--- src/rtl/codec_regbank_pkg.sv ---
package codec_regbank_pkg;

    // Kind of bus access seen in one cycle
    typedef enum logic [2:0] {
        ACC_NONE,
        ACC_READ,
        ACC_WR_PLAIN,
        ACC_WR_PORT,
        ACC_WR_CTRL,
        ACC_SOFT_RST,
        ACC_WR_DROP
    } acc_kind_t;

    // Per-slot behaviour of the indirect bank
    typedef enum logic [1:0] {
        SLOT_PLAIN,
        SLOT_RO,
        SLOT_MIX
    } slot_rule_t;

    // Direct word roles
    localparam int PORT_WORD   = 1;
    localparam int STATUS_WORD = 2;
    localparam int CTRL_WORD   = 4;

    // Indirect slot roles
    localparam int WO_SLOT   = 3;
    localparam int RO_SLOT_A = 11;
    localparam int MIX_SLOT  = 12;
    localparam int RO_SLOT_B = 25;

    localparam logic [7:0]  MIX_CODE  = 8'h8A;
    localparam logic [7:0]  MIX_KEEP  = 8'h40;
    localparam logic [7:0]  ID_CODE   = 8'hA0;
    localparam logic [31:0] CTRL_KEEP = 32'h0000_007F;

    function automatic slot_rule_t rule_of(input int idx);
        case (idx)
            RO_SLOT_A, RO_SLOT_B: return SLOT_RO;
            MIX_SLOT:             return SLOT_MIX;
            default:              return SLOT_PLAIN;
        endcase
    endfunction

    function automatic logic [7:0] reset_of(input int idx);
        case (idx)
            MIX_SLOT:  return MIX_CODE;
            RO_SLOT_B: return ID_CODE;
            default:   return 8'h00;
        endcase
    endfunction

endpackage

--- src/rtl/codec_access_decode.sv ---
module codec_access_decode
    import codec_regbank_pkg::*;
#(
    parameter int ADDR_W = 6,
    localparam int WIDX_W = ADDR_W - 2
) (
    input  logic              bus_valid,
    input  logic              bus_write,
    input  logic [ADDR_W-1:0] bus_addr,
    input  logic              wdata_lsb,
    output acc_kind_t         kind,
    output logic [WIDX_W-1:0] widx
);

    logic unused_byte_lanes;
    assign unused_byte_lanes = ^bus_addr[1:0];

    always_comb begin
        widx = bus_addr[ADDR_W-1:2];
        kind = ACC_NONE;
        unique case ({bus_valid, bus_write})
            2'b10: kind = ACC_READ;
            2'b11: begin
                if (widx == WIDX_W'(PORT_WORD))
                    kind = ACC_WR_PORT;
                else if (widx == WIDX_W'(STATUS_WORD))
                    kind = ACC_WR_DROP;
                else if (widx == WIDX_W'(CTRL_WORD))
                    kind = wdata_lsb ? ACC_SOFT_RST : ACC_WR_CTRL;
                else
                    kind = ACC_WR_PLAIN;
            end
            default: kind = ACC_NONE;
        endcase
    end

endmodule

--- src/rtl/codec_direct_bank.sv ---
module codec_direct_bank
    import codec_regbank_pkg::*;
#(
    parameter int NUM_WORDS = 16,
    parameter int DATA_W    = 32,
    localparam int WIDX_W = $clog2(NUM_WORDS)
) (
    input  logic              clk,
    input  logic              rst_n,
    input  acc_kind_t         kind,
    input  logic [WIDX_W-1:0] widx,
    input  logic [DATA_W-1:0] wdata,
    output logic [DATA_W-1:0] words [NUM_WORDS]
);

    localparam logic [DATA_W-1:0] KEEP = DATA_W'(CTRL_KEEP);

    for (genvar i = 0; i < NUM_WORDS; i++) begin : g_word
        if (i == PORT_WORD || i == STATUS_WORD) begin : g_none
            assign words[i] = '0;
        end else if (i == CTRL_WORD) begin : g_ctrl
            logic [DATA_W-1:0] q;
            always_ff @(posedge clk or negedge rst_n) begin
                if (!rst_n)
                    q <= '0;
                else if (kind == ACC_SOFT_RST || kind == ACC_WR_CTRL)
                    q <= wdata & KEEP;
            end
            assign words[i] = q;
        end else begin : g_plain
            logic [DATA_W-1:0] q;
            always_ff @(posedge clk or negedge rst_n) begin
                if (!rst_n)
                    q <= '0;
                else if (kind == ACC_SOFT_RST)
                    q <= '0;
                else if (kind == ACC_WR_PLAIN && widx == WIDX_W'(i))
                    q <= wdata;
            end
            assign words[i] = q;
        end
    end

    // soft reset clears the index word on the next edge
    p_soft_clear_r8: assert property (@(posedge clk) disable iff (!rst_n)
        (kind == ACC_SOFT_RST) |=> (words[0] == '0));

    // control word never holds bits above bit 6 after a control write
    p_ctrl_mask_r9: assert property (@(posedge clk) disable iff (!rst_n)
        (kind == ACC_WR_CTRL) |=> (words[CTRL_WORD][DATA_W-1:7] == '0));

endmodule

--- src/rtl/codec_indirect_bank.sv ---
module codec_indirect_bank
    import codec_regbank_pkg::*;
#(
    parameter int NUM_REGS = 32,
    parameter int REG_W    = 8,
    localparam int IDX_W = $clog2(NUM_REGS)
) (
    input  logic             clk,
    input  logic             rst_n,
    input  logic             soft_rst,
    input  logic             wr_en,
    input  logic [IDX_W-1:0] idx,
    input  logic [REG_W-1:0] wdata,
    output logic [REG_W-1:0] rd_val
);

    logic [REG_W-1:0] regs [NUM_REGS];

    for (genvar i = 0; i < NUM_REGS; i++) begin : g_reg
        localparam slot_rule_t       RULE = rule_of(i);
        localparam logic [REG_W-1:0] RSTV = REG_W'(reset_of(i));
        if (RULE == SLOT_RO) begin : g_ro
            assign regs[i] = RSTV;
        end else begin : g_rw
            logic [REG_W-1:0] q;
            always_ff @(posedge clk or negedge rst_n) begin
                if (!rst_n)
                    q <= RSTV;
                else if (soft_rst)
                    q <= RSTV;
                else if (wr_en && idx == IDX_W'(i)) begin
                    if (RULE == SLOT_MIX)
                        q <= (wdata & REG_W'(MIX_KEEP)) | REG_W'(MIX_CODE);
                    else
                        q <= wdata;
                end
            end
            assign regs[i] = q;
        end
    end

    always_comb begin
        if (idx == IDX_W'(WO_SLOT))
            rd_val = '0;
        else
            rd_val = regs[idx];
    end

    // merged slot takes the kept bit plus the fixed code
    p_mix_code_r6: assert property (@(posedge clk) disable iff (!rst_n)
        (wr_en && !soft_rst && idx == IDX_W'(MIX_SLOT)) |=>
        (regs[MIX_SLOT] == (($past(wdata) & REG_W'(MIX_KEEP)) | REG_W'(MIX_CODE))));

    // a soft reset leaves the identity slot at its code
    p_id_after_srst_r8: assert property (@(posedge clk) disable iff (!rst_n)
        soft_rst |=> (regs[RO_SLOT_B] == REG_W'(ID_CODE)));

endmodule

--- src/rtl/codec_regbank.sv ---
module codec_regbank
    import codec_regbank_pkg::*;
#(
    parameter int ADDR_W   = 6,
    parameter int DATA_W   = 32,
    parameter int IND_REGS = 32,
    parameter int IND_W    = 8
) (
    input  logic              clk,
    input  logic              rst_n,
    input  logic              bus_valid,
    input  logic              bus_write,
    input  logic [ADDR_W-1:0] bus_addr,
    input  logic [DATA_W-1:0] bus_wdata,
    output logic [DATA_W-1:0] bus_rdata,
    output logic              irq
);

    localparam int WIDX_W    = ADDR_W - 2;
    localparam int NUM_WORDS = 2 ** WIDX_W;
    localparam int IDX_W     = $clog2(IND_REGS);

    acc_kind_t         kind;
    logic [WIDX_W-1:0] widx;
    logic [DATA_W-1:0] words [NUM_WORDS];
    logic [IDX_W-1:0]  ind_idx;
    logic [IND_W-1:0]  ind_rd;
    logic [DATA_W-1:0] rd_next;

    codec_access_decode #(.ADDR_W(ADDR_W)) u_decode (
        .bus_valid (bus_valid),
        .bus_write (bus_write),
        .bus_addr  (bus_addr),
        .wdata_lsb (bus_wdata[0]),
        .kind      (kind),
        .widx      (widx)
    );

    codec_direct_bank #(.NUM_WORDS(NUM_WORDS), .DATA_W(DATA_W)) u_direct (
        .clk   (clk),
        .rst_n (rst_n),
        .kind  (kind),
        .widx  (widx),
        .wdata (bus_wdata),
        .words (words)
    );

    assign ind_idx = words[0][IDX_W-1:0];

    codec_indirect_bank #(.NUM_REGS(IND_REGS), .REG_W(IND_W)) u_indirect (
        .clk      (clk),
        .rst_n    (rst_n),
        .soft_rst (kind == ACC_SOFT_RST),
        .wr_en    (kind == ACC_WR_PORT),
        .idx      (ind_idx),
        .wdata    (bus_wdata[IND_W-1:0]),
        .rd_val   (ind_rd)
    );

    always_comb begin
        if (widx == WIDX_W'(PORT_WORD))
            rd_next = {{(DATA_W-IND_W){1'b0}}, ind_rd};
        else
            rd_next = words[widx];
    end

    always_ff @(posedge clk or negedge rst_n) begin
        if (!rst_n)
            bus_rdata <= '0;
        else if (kind == ACC_READ)
            bus_rdata <= rd_next;
    end

    assign irq = 1'b0;

    // write-only slot reads back as zero
    p_wo_zero_r4: assert property (@(posedge clk) disable iff (!rst_n)
        (bus_valid && !bus_write && widx == WIDX_W'(PORT_WORD) && ind_idx == IDX_W'(WO_SLOT))
        |=> (bus_rdata == '0));

    // status word reads as zero
    p_status_zero_r7: assert property (@(posedge clk) disable iff (!rst_n)
        (bus_valid && !bus_write && widx == WIDX_W'(STATUS_WORD)) |=> (bus_rdata == '0));

    // data port reads are zero-extended
    p_port_zext_r3: assert property (@(posedge clk) disable iff (!rst_n)
        (bus_valid && !bus_write && widx == WIDX_W'(PORT_WORD))
        |=> (bus_rdata[DATA_W-1:IND_W] == '0));

    // read data holds without a read strobe
    p_rdata_hold_r11: assert property (@(posedge clk) disable iff (!rst_n)
        !(bus_valid && !bus_write) |=> $stable(bus_rdata));

endmodule

--- config.mk ---
export PLATFORM = sky130hd
export DESIGN_NAME = codec_regbank
export DESIGN_NICKNAME = d
export VERILOG_FILES = /design/src/rtl/codec_regbank_pkg.sv /design/src/rtl/codec_access_decode.sv /design/src/rtl/codec_direct_bank.sv /design/src/rtl/codec_indirect_bank.sv /design/src/rtl/codec_regbank.sv
export SDC_FILE = /design/constraint.sdc
export NUM_CORES = 1
export LEC_CHECK = 0
export ABC_AREA = 1
export BUFFER_PORTS_ARGS = -buffer_cell sky130_fd_sc_hd__buf_2
export CORE_UTILIZATION = 57
export DETAILED_ROUTE_END_ITERATION = 6
export PLACE_DENSITY = 0.87
export SLEW_MARGIN = 20
export SYNTH_ARGS = -nofsm -noshare
export SYNTH_HDL_FRONTEND = slang
export SYNTH_SLANG_ARGS = --single-unit
export TNS_END_PERCENT = 100
--- constraint.sdc ---
create_clock -name clk -period 2 [get_ports clk]
set_input_delay 0 -clock clk [delete_from_list [all_inputs] [get_ports clk]]
set_output_delay 0 -clock clk [all_outputs]
set_load 0.01 [all_outputs]
After elaboration in Yosys (flattened, before gate mapping)
Cells that the tools add are included.
Storage, ports and cells
  input port bits: 42
  bits in latches: 0
  bits in writable memories: 0
  memories: 0
  memory bits (read-only): 0
  word-level logic and storage cells: 288
  flip-flop bits (word level): 695
Cells by class
  multipliers: 0
  shift operators: 0
  mux-type cells: 99
  $add $sub $neg: 0
  reduce and logical (&&, ||, !) cells: 89
  bitwise logic cells: 2
  eq/ne operators: 51
  order comparisons: 2
  div/mod/pow operators: 0
Operators by type and width (count)
  2-to-1 mux 32 bit: 29
  2-to-1 mux 8 bit: 63
  binary-select mux 32 bit (select 4 bit): 1
  nonzero test 2 bit: 43
  == test 5 bit (second input constant): 15
  logical AND 1 bit: 43
  binary-select mux 8 bit (select 5 bit): 1
  == test 5 x 4 -> 1 bit (second input constant): 7
  == test 4 bit (second input constant): 8
  == test 5 x 3 -> 1 bit (second input constant): 4
  == test 4 x 3 -> 1 bit (second input constant): 4
  == test 5 x 2 -> 1 bit (second input constant): 2
  2-to-1 mux 3 bit: 3
  == test 4 x 2 -> 1 bit (second input constant): 2
  == test 3 x 2 -> 1 bit (second input constant): 2
  == test 3 bit (second input constant): 2
  >= comparator 6 bit (second input constant): 1
  inverter 5 -> 6 bit: 1
  case mux 3 bit (2 select lines): 1
  == test 5 x 1 -> 1 bit (second input constant): 1
  >= comparator 5 bit (second input constant): 1
  zero test 5 bit: 1
  inverter 4 -> 5 bit: 1
  == test 2 bit (second input constant): 2
  5 further kinds: 5

Depth between registers and ports, before layout
  depth in word-level cells: 9
  depth in mapped cells: 14
  mapped depth without buffers: 13

Modules after synthesis
A second synthesis with hierarchy kept.
Unflattened totals
  cells, all modules: 5378
  area total of the unflattened synthesis: 37249.5 sq um
By module, submodules not included
  codec_direct_bank: area each 17847.1 sq um, cells each 2062, instances 1
  codec_indirect_bank: area each 11285.8 sq um, cells each 1517, instances 1
  codec_regbank: area each 8011.4 sq um, cells each 1777, instances 1
  codec_access_decode: area each 105.1 sq um, cells each 22, instances 1

Least setup slack after synthesis
OpenSTA, ideal clock, no wires.
  path kind: reg-to-reg
  from: reg u_direct.g_word[0].g_plain.q[1]
  to: reg u_indirect.g_reg[17].g_rw.q[7]
  setup time: 134 ps
  clock period less this slack: 1852 ps
  buffers on the path: 2
  arrival: 1719 ps
  path slack: 148 ps
  data required time: 1866 ps
  cell stages (with the launch flop): 9
  path through: dfrtp_1 > clkbuf_1 > nor2_1 > clkbuf_1 > nand3_1 > o21ai_2 > inv_1 > nand2_1 > o21ai_0
On the way
  longest elaborated chain between the ends: 3
Ends and longest elaborated chain
  from (decl): line codec_direct_bank.sv:31  | logic [DATA_W-1:0] q;
  from (signal assigned): line codec_direct_bank.sv:38  | q <= wdata;
  == test 5 bit: line codec_indirect_bank.sv:31  | else if (wr_en && idx == IDX_W'(i)) begin
  logical AND 1 bit: line codec_indirect_bank.sv:31
  nonzero test 2 bit (no line)
  to (signal assigned): line codec_indirect_bank.sv:33  | q <= (wdata & REG_W'(MIX_KEEP)) | REG_W'(MIX_CODE);
  to (signal assigned): line codec_indirect_bank.sv:35  | q <= wdata;
  to (decl): line codec_indirect_bank.sv:25  | logic [REG_W-1:0] q;
No other way between the ends.
A chain may end at the register's enable or synchronous reset.

Worst setup path after layout
  from: reg u_direct.g_word[0].g_plain.q[0]
  to: reg bus_rdata[7]
On the way
  longest elaborated chain between the ends: 6
  elaborated cells between the ends (all ways): 7
Ends and longest elaborated chain
  inverter 5 -> 6 bit (not written as such): line codec_indirect_bank.sv:46  | rd_val = regs[idx];
  binary-select mux 8 bit (select 5 bit): line codec_indirect_bank.sv:46
  2-to-1 mux 8 bit (not written as such) (2 in a row): line codec_indirect_bank.sv:46
  2-to-1 mux 8 bit (*): line codec_indirect_bank.sv:43  | if (idx == IDX_W'(WO_SLOT))
  2-to-1 mux 32 bit (*): line codec_regbank.sv:61  | if (widx == WIDX_W'(PORT_WORD))
  to (signal assigned): line codec_regbank.sv:71  | bus_rdata <= rd_next;
  to (decl): line codec_regbank.sv:15  | output logic [DATA_W-1:0] bus_rdata,
Every way passes the cells marked *; elsewhere a longest branch is shown, timed or not. The select of a mux whose other input is x is not followed.

==> flow_summary.rst <==
.. list-table::
   :header-rows: 1

   * - Metric
     - Value
   * - Unrepaired setup endpoints after global routing
     - true
   * - Post-synthesis net count
     - 3785
   * - Cell family with the largest share of critical-path delay
     - simple AND/OR/NAND/NOR gates
   * - Area share of the largest cell type after synthesis
     - 56.07%
   * - Max Root-Sink Buffers
     - 3
   * - WHS Path Cells
     - 7
   * - TritonCTS buffer count
     - 70
   * - Final Hold Slack
     - between 0.05 and 0.06 ns
   * - Leftover overflow at the end of global routing
     - 0
   * - Final Setup Violations
     - 0
   * - 1st-iter DRT viols
     - roughly 4600
   * - Post-route non-filler standard cell count
     - between 4000 and 5000
   * - Class of the tightest hold or removal check
     - input pin to flop
   * - Most common cell type on the critical path
     - sky130_fd_sc_hd__nand3_1
   * - Run status
     - finished, violations left
   * - Share of the clock period used by the worst path after layout
     - about 100%
   * - Ranking of synthesized cells by area
     - sky130_fd_sc_hd__dfrtp_1, sky130_fd_sc_hd__nand2_1, sky130_fd_sc_hd__o21ai_0
   * - Endpoint of the worst-slack reg-to-reg timing path
     - bus_rdata[7]$_DFFE_PN0N_
   * - Number of pins exceeding their max-slew limit in the final report
     - 0
   * - Largest area contributor in the synthesized netlist
     - sky130_fd_sc_hd__dfrtp_1
   * - Peak per-stage delay on the critical path
     - between 0.4 and 0.5 ns
   * - Yosys warning total
     - 0
   * - Horiz. Die Dim
     - roughly 230 um
   * - Post-synthesis cell area
     - around 31000 um^2
   * - Reg-to-reg critical path startpoint
     - u_direct.g_word[0].g_plain.q[0]$_DFFE_PN0P_
   * - Critical path arrival
     - about 2.5 ns
   * - Worst relative slew slack
     - 39.83%
   * - Share of synthesized area occupied by flip-flops and latches
     - a little under three fifths
   * - Remaining routing DRC violations
     - 3
   * - Count of antenna-violating nets left after detailed routing
     - 0
   * - Starting utilization of the core area
     - 58.08%
   * - Number of detailed-route iterations in the first pass
     - 7
   * - Setup Crit Path Kind
     - flop to flop
   * - Register-to-register path setup slack
     - about 0.007 ns
   * - Mean Syn Cell Area
     - around 8.2 um^2
   * - Worst setup SP type
     - flop
   * - Final Hold Viols
     - 0
   * - Yosys reg bits
     - slightly below 700
   * - Clock root cell
     - sky130_fd_sc_hd__clkbuf_16
   * - Number of buffer and inverter stages on the critical path
     - 1
   * - Worst Setup End Kind
     - flop
   * - Number of vias in the routed layout
     - 28800
   * - Worst Reg-to-Reg Cells
     - 9
   * - Unique cell type count in the Yosys netlist
     - 36
   * - Overall die height
     - 234.1 um
   * - Placed instance area
     - ~33000 um^2
   * - DP HPWL
     - between 60000 and 70000 um
   * - Routed length per placed instance
     - around 22 um
   * - Net total in the final layout
     - about 3900
   * - Final weighted congestion of routability-driven global placement
     - around 0.98
   * - Port Buffers
     - 71
   * - Max Cap Violations
     - 0
   * - Final Cell Area
     - ~36000 um^2
   * - Slowest cell on the critical path
     - sky130_fd_sc_hd__dfrtp_2
   * - Placement row count
     - 84
   * - Min Tclk post-route
     - around 2 ns
   * - Clock tree from TritonCTS
     - done
   * - Final setup TNS
     - 0 ns
   * - Overall die area
     - between 50000 and 60000 um^2
   * - Area of the core
     - ~53000 um^2
   * - Maximum fanout along the worst path
     - 19
   * - Initial antenna violation count
     - 3
   * - Proportion of layout cells with a drive suffix above 1
     - about an eighth
   * - Filler cell count
     - around 3600
   * - Number of placed instances with taps included
     - between 4000 and 5000
   * - Via count of the first global-routing pass
     - around 28000
   * - Cell-by-cell trace of the critical path
     - nand2_2 > buf_4 > nor2_1 > o21ai_0 > nand3_1 > nor2_2 > nand3_1 > nand3_1 > a21oi_1
   * - Violated checks
     - design-rule violations
   * - Top-level port count
     - 75
   * - Routed WL
     - 100800 um
   * - Leakage
     - approximately 0.017 uW
   * - Worst path required time
     - about 2.5 ns
   * - Sinks on Clock Net
     - slightly below 700
   * - Maximum clock skew at final layout
     - around 0.021 ns
   * - Hold Path Origin
     - bus_addr[4]
   * - Wire length of the first global-routing pass
     - 155500 um
   * - Transition time at the pin with the least slew margin
     - approximately 0.90 ns
   * - Reg clk slew, reported paths
     - ~0.06 ns
   * - Highest achievable clock rate
     - between 0.5 and 0.6 GHz
   * - Pin count of the biggest net entering global routing
     - a little over 100
   * - Total track usage
     - between 30% and 40%
   * - End of the worst hold path
     - u_direct.g_word[8].g_plain.q[12]$_DFFE_PN0P_
   * - Maximum vdd ir drop
     - slightly above 0.0007 V
   * - Gate count of the mapped netlist
     - ~3700
   * - Areal power density over the cells
     - between 1000 and 1500 nW/um^2
   * - Number of levels the H-tree was split into
     - 3
   * - Clk_lat worst skew
     - approximately 0.63 ns
   * - Area added between synthesis and finish
     - 16.98%
   * - Vias per std cell
     - 6.228
layer usage:
| metal | global-route usage [%] | vias to the layer above | share of wire (%) |
|---|---|---|---|
| met5 | 0 | - | 0.013 |
| met4 | 19.24 | 2 | 5.9 |
| met3 | 11.98 | 516 | 15 |
| met2 | 54.46 | 2324 | 43 |
| met1 | 49.61 | 13590 | 36 |
| li1 | - | 12370 | - |
worst reg2reg max path, stage by stage (launching register included):
cell,delay (ns)
sky130_fd_sc_hd__dfrtp_2,0.47
sky130_fd_sc_hd__nand2_2,0.09
sky130_fd_sc_hd__buf_4,0.31
sky130_fd_sc_hd__nor2_1,0.07
sky130_fd_sc_hd__o21ai_0,0.22
sky130_fd_sc_hd__nand3_1,0.12
sky130_fd_sc_hd__nor2_2,0.16
sky130_fd_sc_hd__nand3_1,0.17
sky130_fd_sc_hd__nand3_1,0.18
sky130_fd_sc_hd__a21oi_1,0.09
cell usage in the layout, fill, tap and decap left out, types with 9 or more instances in the layout:
| master | n |
|---|---|
| sky130_fd_sc_hd__a21oi_1 | 50 |
| sky130_fd_sc_hd__a22oi_1 | 61 |
| sky130_fd_sc_hd__a41oi_1 | 13 |
| sky130_fd_sc_hd__buf_12 | 46 |
| sky130_fd_sc_hd__buf_2 | 70 |
| sky130_fd_sc_hd__buf_4 | 138 |
| sky130_fd_sc_hd__clkbuf_1 | 9 |
| sky130_fd_sc_hd__clkbuf_16 | 73 |
| sky130_fd_sc_hd__clkbuf_8 | 16 |
| sky130_fd_sc_hd__clkinv_2 | 15 |
| sky130_fd_sc_hd__dfrtp_1 | 686 |
| sky130_fd_sc_hd__dlygate4sd3_1 | 34 |
| sky130_fd_sc_hd__inv_1 | 357 |
| sky130_fd_sc_hd__inv_2 | 48 |
| sky130_fd_sc_hd__nand2_1 | 1176 |
| sky130_fd_sc_hd__nand2_2 | 28 |
| sky130_fd_sc_hd__nand3_1 | 81 |
| sky130_fd_sc_hd__nand4_1 | 12 |
| sky130_fd_sc_hd__nor2_1 | 87 |
| sky130_fd_sc_hd__nor2_2 | 9 |
| sky130_fd_sc_hd__nor2_4 | 10 |
| sky130_fd_sc_hd__o21ai_0 | 612 |
| sky130_fd_sc_hd__o21ai_1 | 141 |
| sky130_fd_sc_hd__o221ai_1 | 28 |
| sky130_fd_sc_hd__o22ai_1 | 78 |
cells in the mapped netlist:
cell type                      n
sky130_fd_sc_hd__nand2_2      17
sky130_fd_sc_hd__a31oi_1       1
sky130_fd_sc_hd__buf_4        10
sky130_fd_sc_hd__o21ai_2       4
sky130_fd_sc_hd__nor2_1      102
sky130_fd_sc_hd__inv_1       364
sky130_fd_sc_hd__dfrtp_1     688
sky130_fd_sc_hd__nand3_2       1
sky130_fd_sc_hd__clkinv_1      3
sky130_fd_sc_hd__buf_1        22
sky130_fd_sc_hd__nand3_1      82
sky130_fd_sc_hd__nand4_1      12
sky130_fd_sc_hd__conb_1        1
sky130_fd_sc_hd__o221ai_1     28
sky130_fd_sc_hd__clkbuf_1    147
sky130_fd_sc_hd__nand2_4       1
sky130_fd_sc_hd__o21ai_0     613
sky130_fd_sc_hd__buf_6         1
sky130_fd_sc_hd__o21ai_1     141
sky130_fd_sc_hd__nand2_1    1189
sky130_fd_sc_hd__o2111ai_1     1
sky130_fd_sc_hd__nor3_1        7
sky130_fd_sc_hd__a41oi_1      13
sky130_fd_sc_hd__inv_2        43
sky130_fd_sc_hd__a22oi_1      61
sky130_fd_sc_hd__inv_4         1
sky130_fd_sc_hd__nor2_4        1
sky130_fd_sc_hd__buf_2        48
sky130_fd_sc_hd__o22ai_1      78
sky130_fd_sc_hd__a21oi_1      50
sky130_fd_sc_hd__nor3_2        1
sky130_fd_sc_hd__nor3b_1       1
sky130_fd_sc_hd__o21bai_1      1
sky130_fd_sc_hd__nor2_2        3
sky130_fd_sc_hd__a211oi_1      5
sky130_fd_sc_hd__o211ai_1      2
logic make-up (layout without fill, tap and decap cells):
family | Yosys count | after routing | synth area share (%)
and+or+nand+nor | 1417 | 1417 | 18.05
AOI/OAI and AO/OA | 998 | 998 | 17.71
DFF | 688 | 688 | 56.07
buffers and inverters | 639 | 832 | 8.162
other | 1 | 2 | 0.01221
registers in the layout, indices dropped and copies added (netlist names):
signal                     cells
u_direct.g_word.g_plain.q    416
bus_rdata                     32
u_direct.g_word.g_ctrl.q       7
u_indirect.g.g_rw.q          233
power by group:
| group | total [uW] | switching, uW | internal, uW |
|---|---|---|---|
| sequential | 19300 | 1770 | 17500 |
| combinational | 9190 | 5970 | 3220 |
| clock | 13800 | 5720 | 8110 |
| total | 42300 | 13500 | 28900 |
final cells by class:
class                   instances  area [um^2]  area share [%]
diodes                          1        2.502        0.006966
clock buffers                  97         2056           5.723
clock inverters                28        344.1          0.9579
inverters                     411         1560           4.343
multi-input cells            2416        11130           30.99
flip-flops and latches        688        17220           47.93
well taps                     688        860.8           2.396
repair buffers                294         2733           7.607
repair inverters                2        15.01         0.04180
stage by stage:
step / total power (uW) / setup WS (ns) / util [%]
2_1_floorplan: 24190 / 0.1476 / -
3_3_place_gp: 27220 / -0.3289 / 62.23
3_5_place_dp: 27690 / -0.3121 / 62.23
4_1_cts: 41650 / -0.02496 / 67.50
5_1_grt: 44000 / -0.09009 / 67.95
6_report: 42310 / 0.006873 / 67.95
worst max path at each step:
stage	cells past startpoint	slack, ns	endpoint	from
4_1_cts	12	-0.02	bus_rdata[4]$_DFFE_PN0N_	u_direct.g_word[0].g_plain.q[1]$_DFFE_PN0P_
3_5_place_dp	11	-0.31	u_indirect.g_reg[7].g_rw.q[2]$_DFFE_PN0P_	bus_addr[5]
5_1_grt	9	-0.09	bus_rdata[7]$_DFFE_PN0N_	u_direct.g_word[0].g_plain.q[0]$_DFFE_PN0P_
6_report	9	0.007	bus_rdata[7]$_DFFE_PN0N_	u_direct.g_word[0].g_plain.q[0]$_DFFE_PN0P_
3_3_place_gp	11	-0.33	u_indirect.g_reg[7].g_rw.q[0]$_DFFE_PN0P_	bus_addr[5]
2_1_floorplan	8	0.15	u_indirect.g_reg[17].g_rw.q[7]$_DFFE_PN0P_	u_direct.g_word[0].g_plain.q[1]$_DFFE_PN0P_
repair_timing:
| action | 4_1_cts | 5_1_grt |
|---|---|---|
| resized for setup | 10 | 36 |
| cloned | 0 | 3 |
| hold buffers | 35 | 0 |
| endpoints found under the hold margin | 954 | 0 |
| endpoints found under the setup margin | 26 | 124 |
| pin swaps | 0 | 4 |
| buffers inserted | 0 | 10 |
Note: power is estimated with default switching activity, not from simulation.
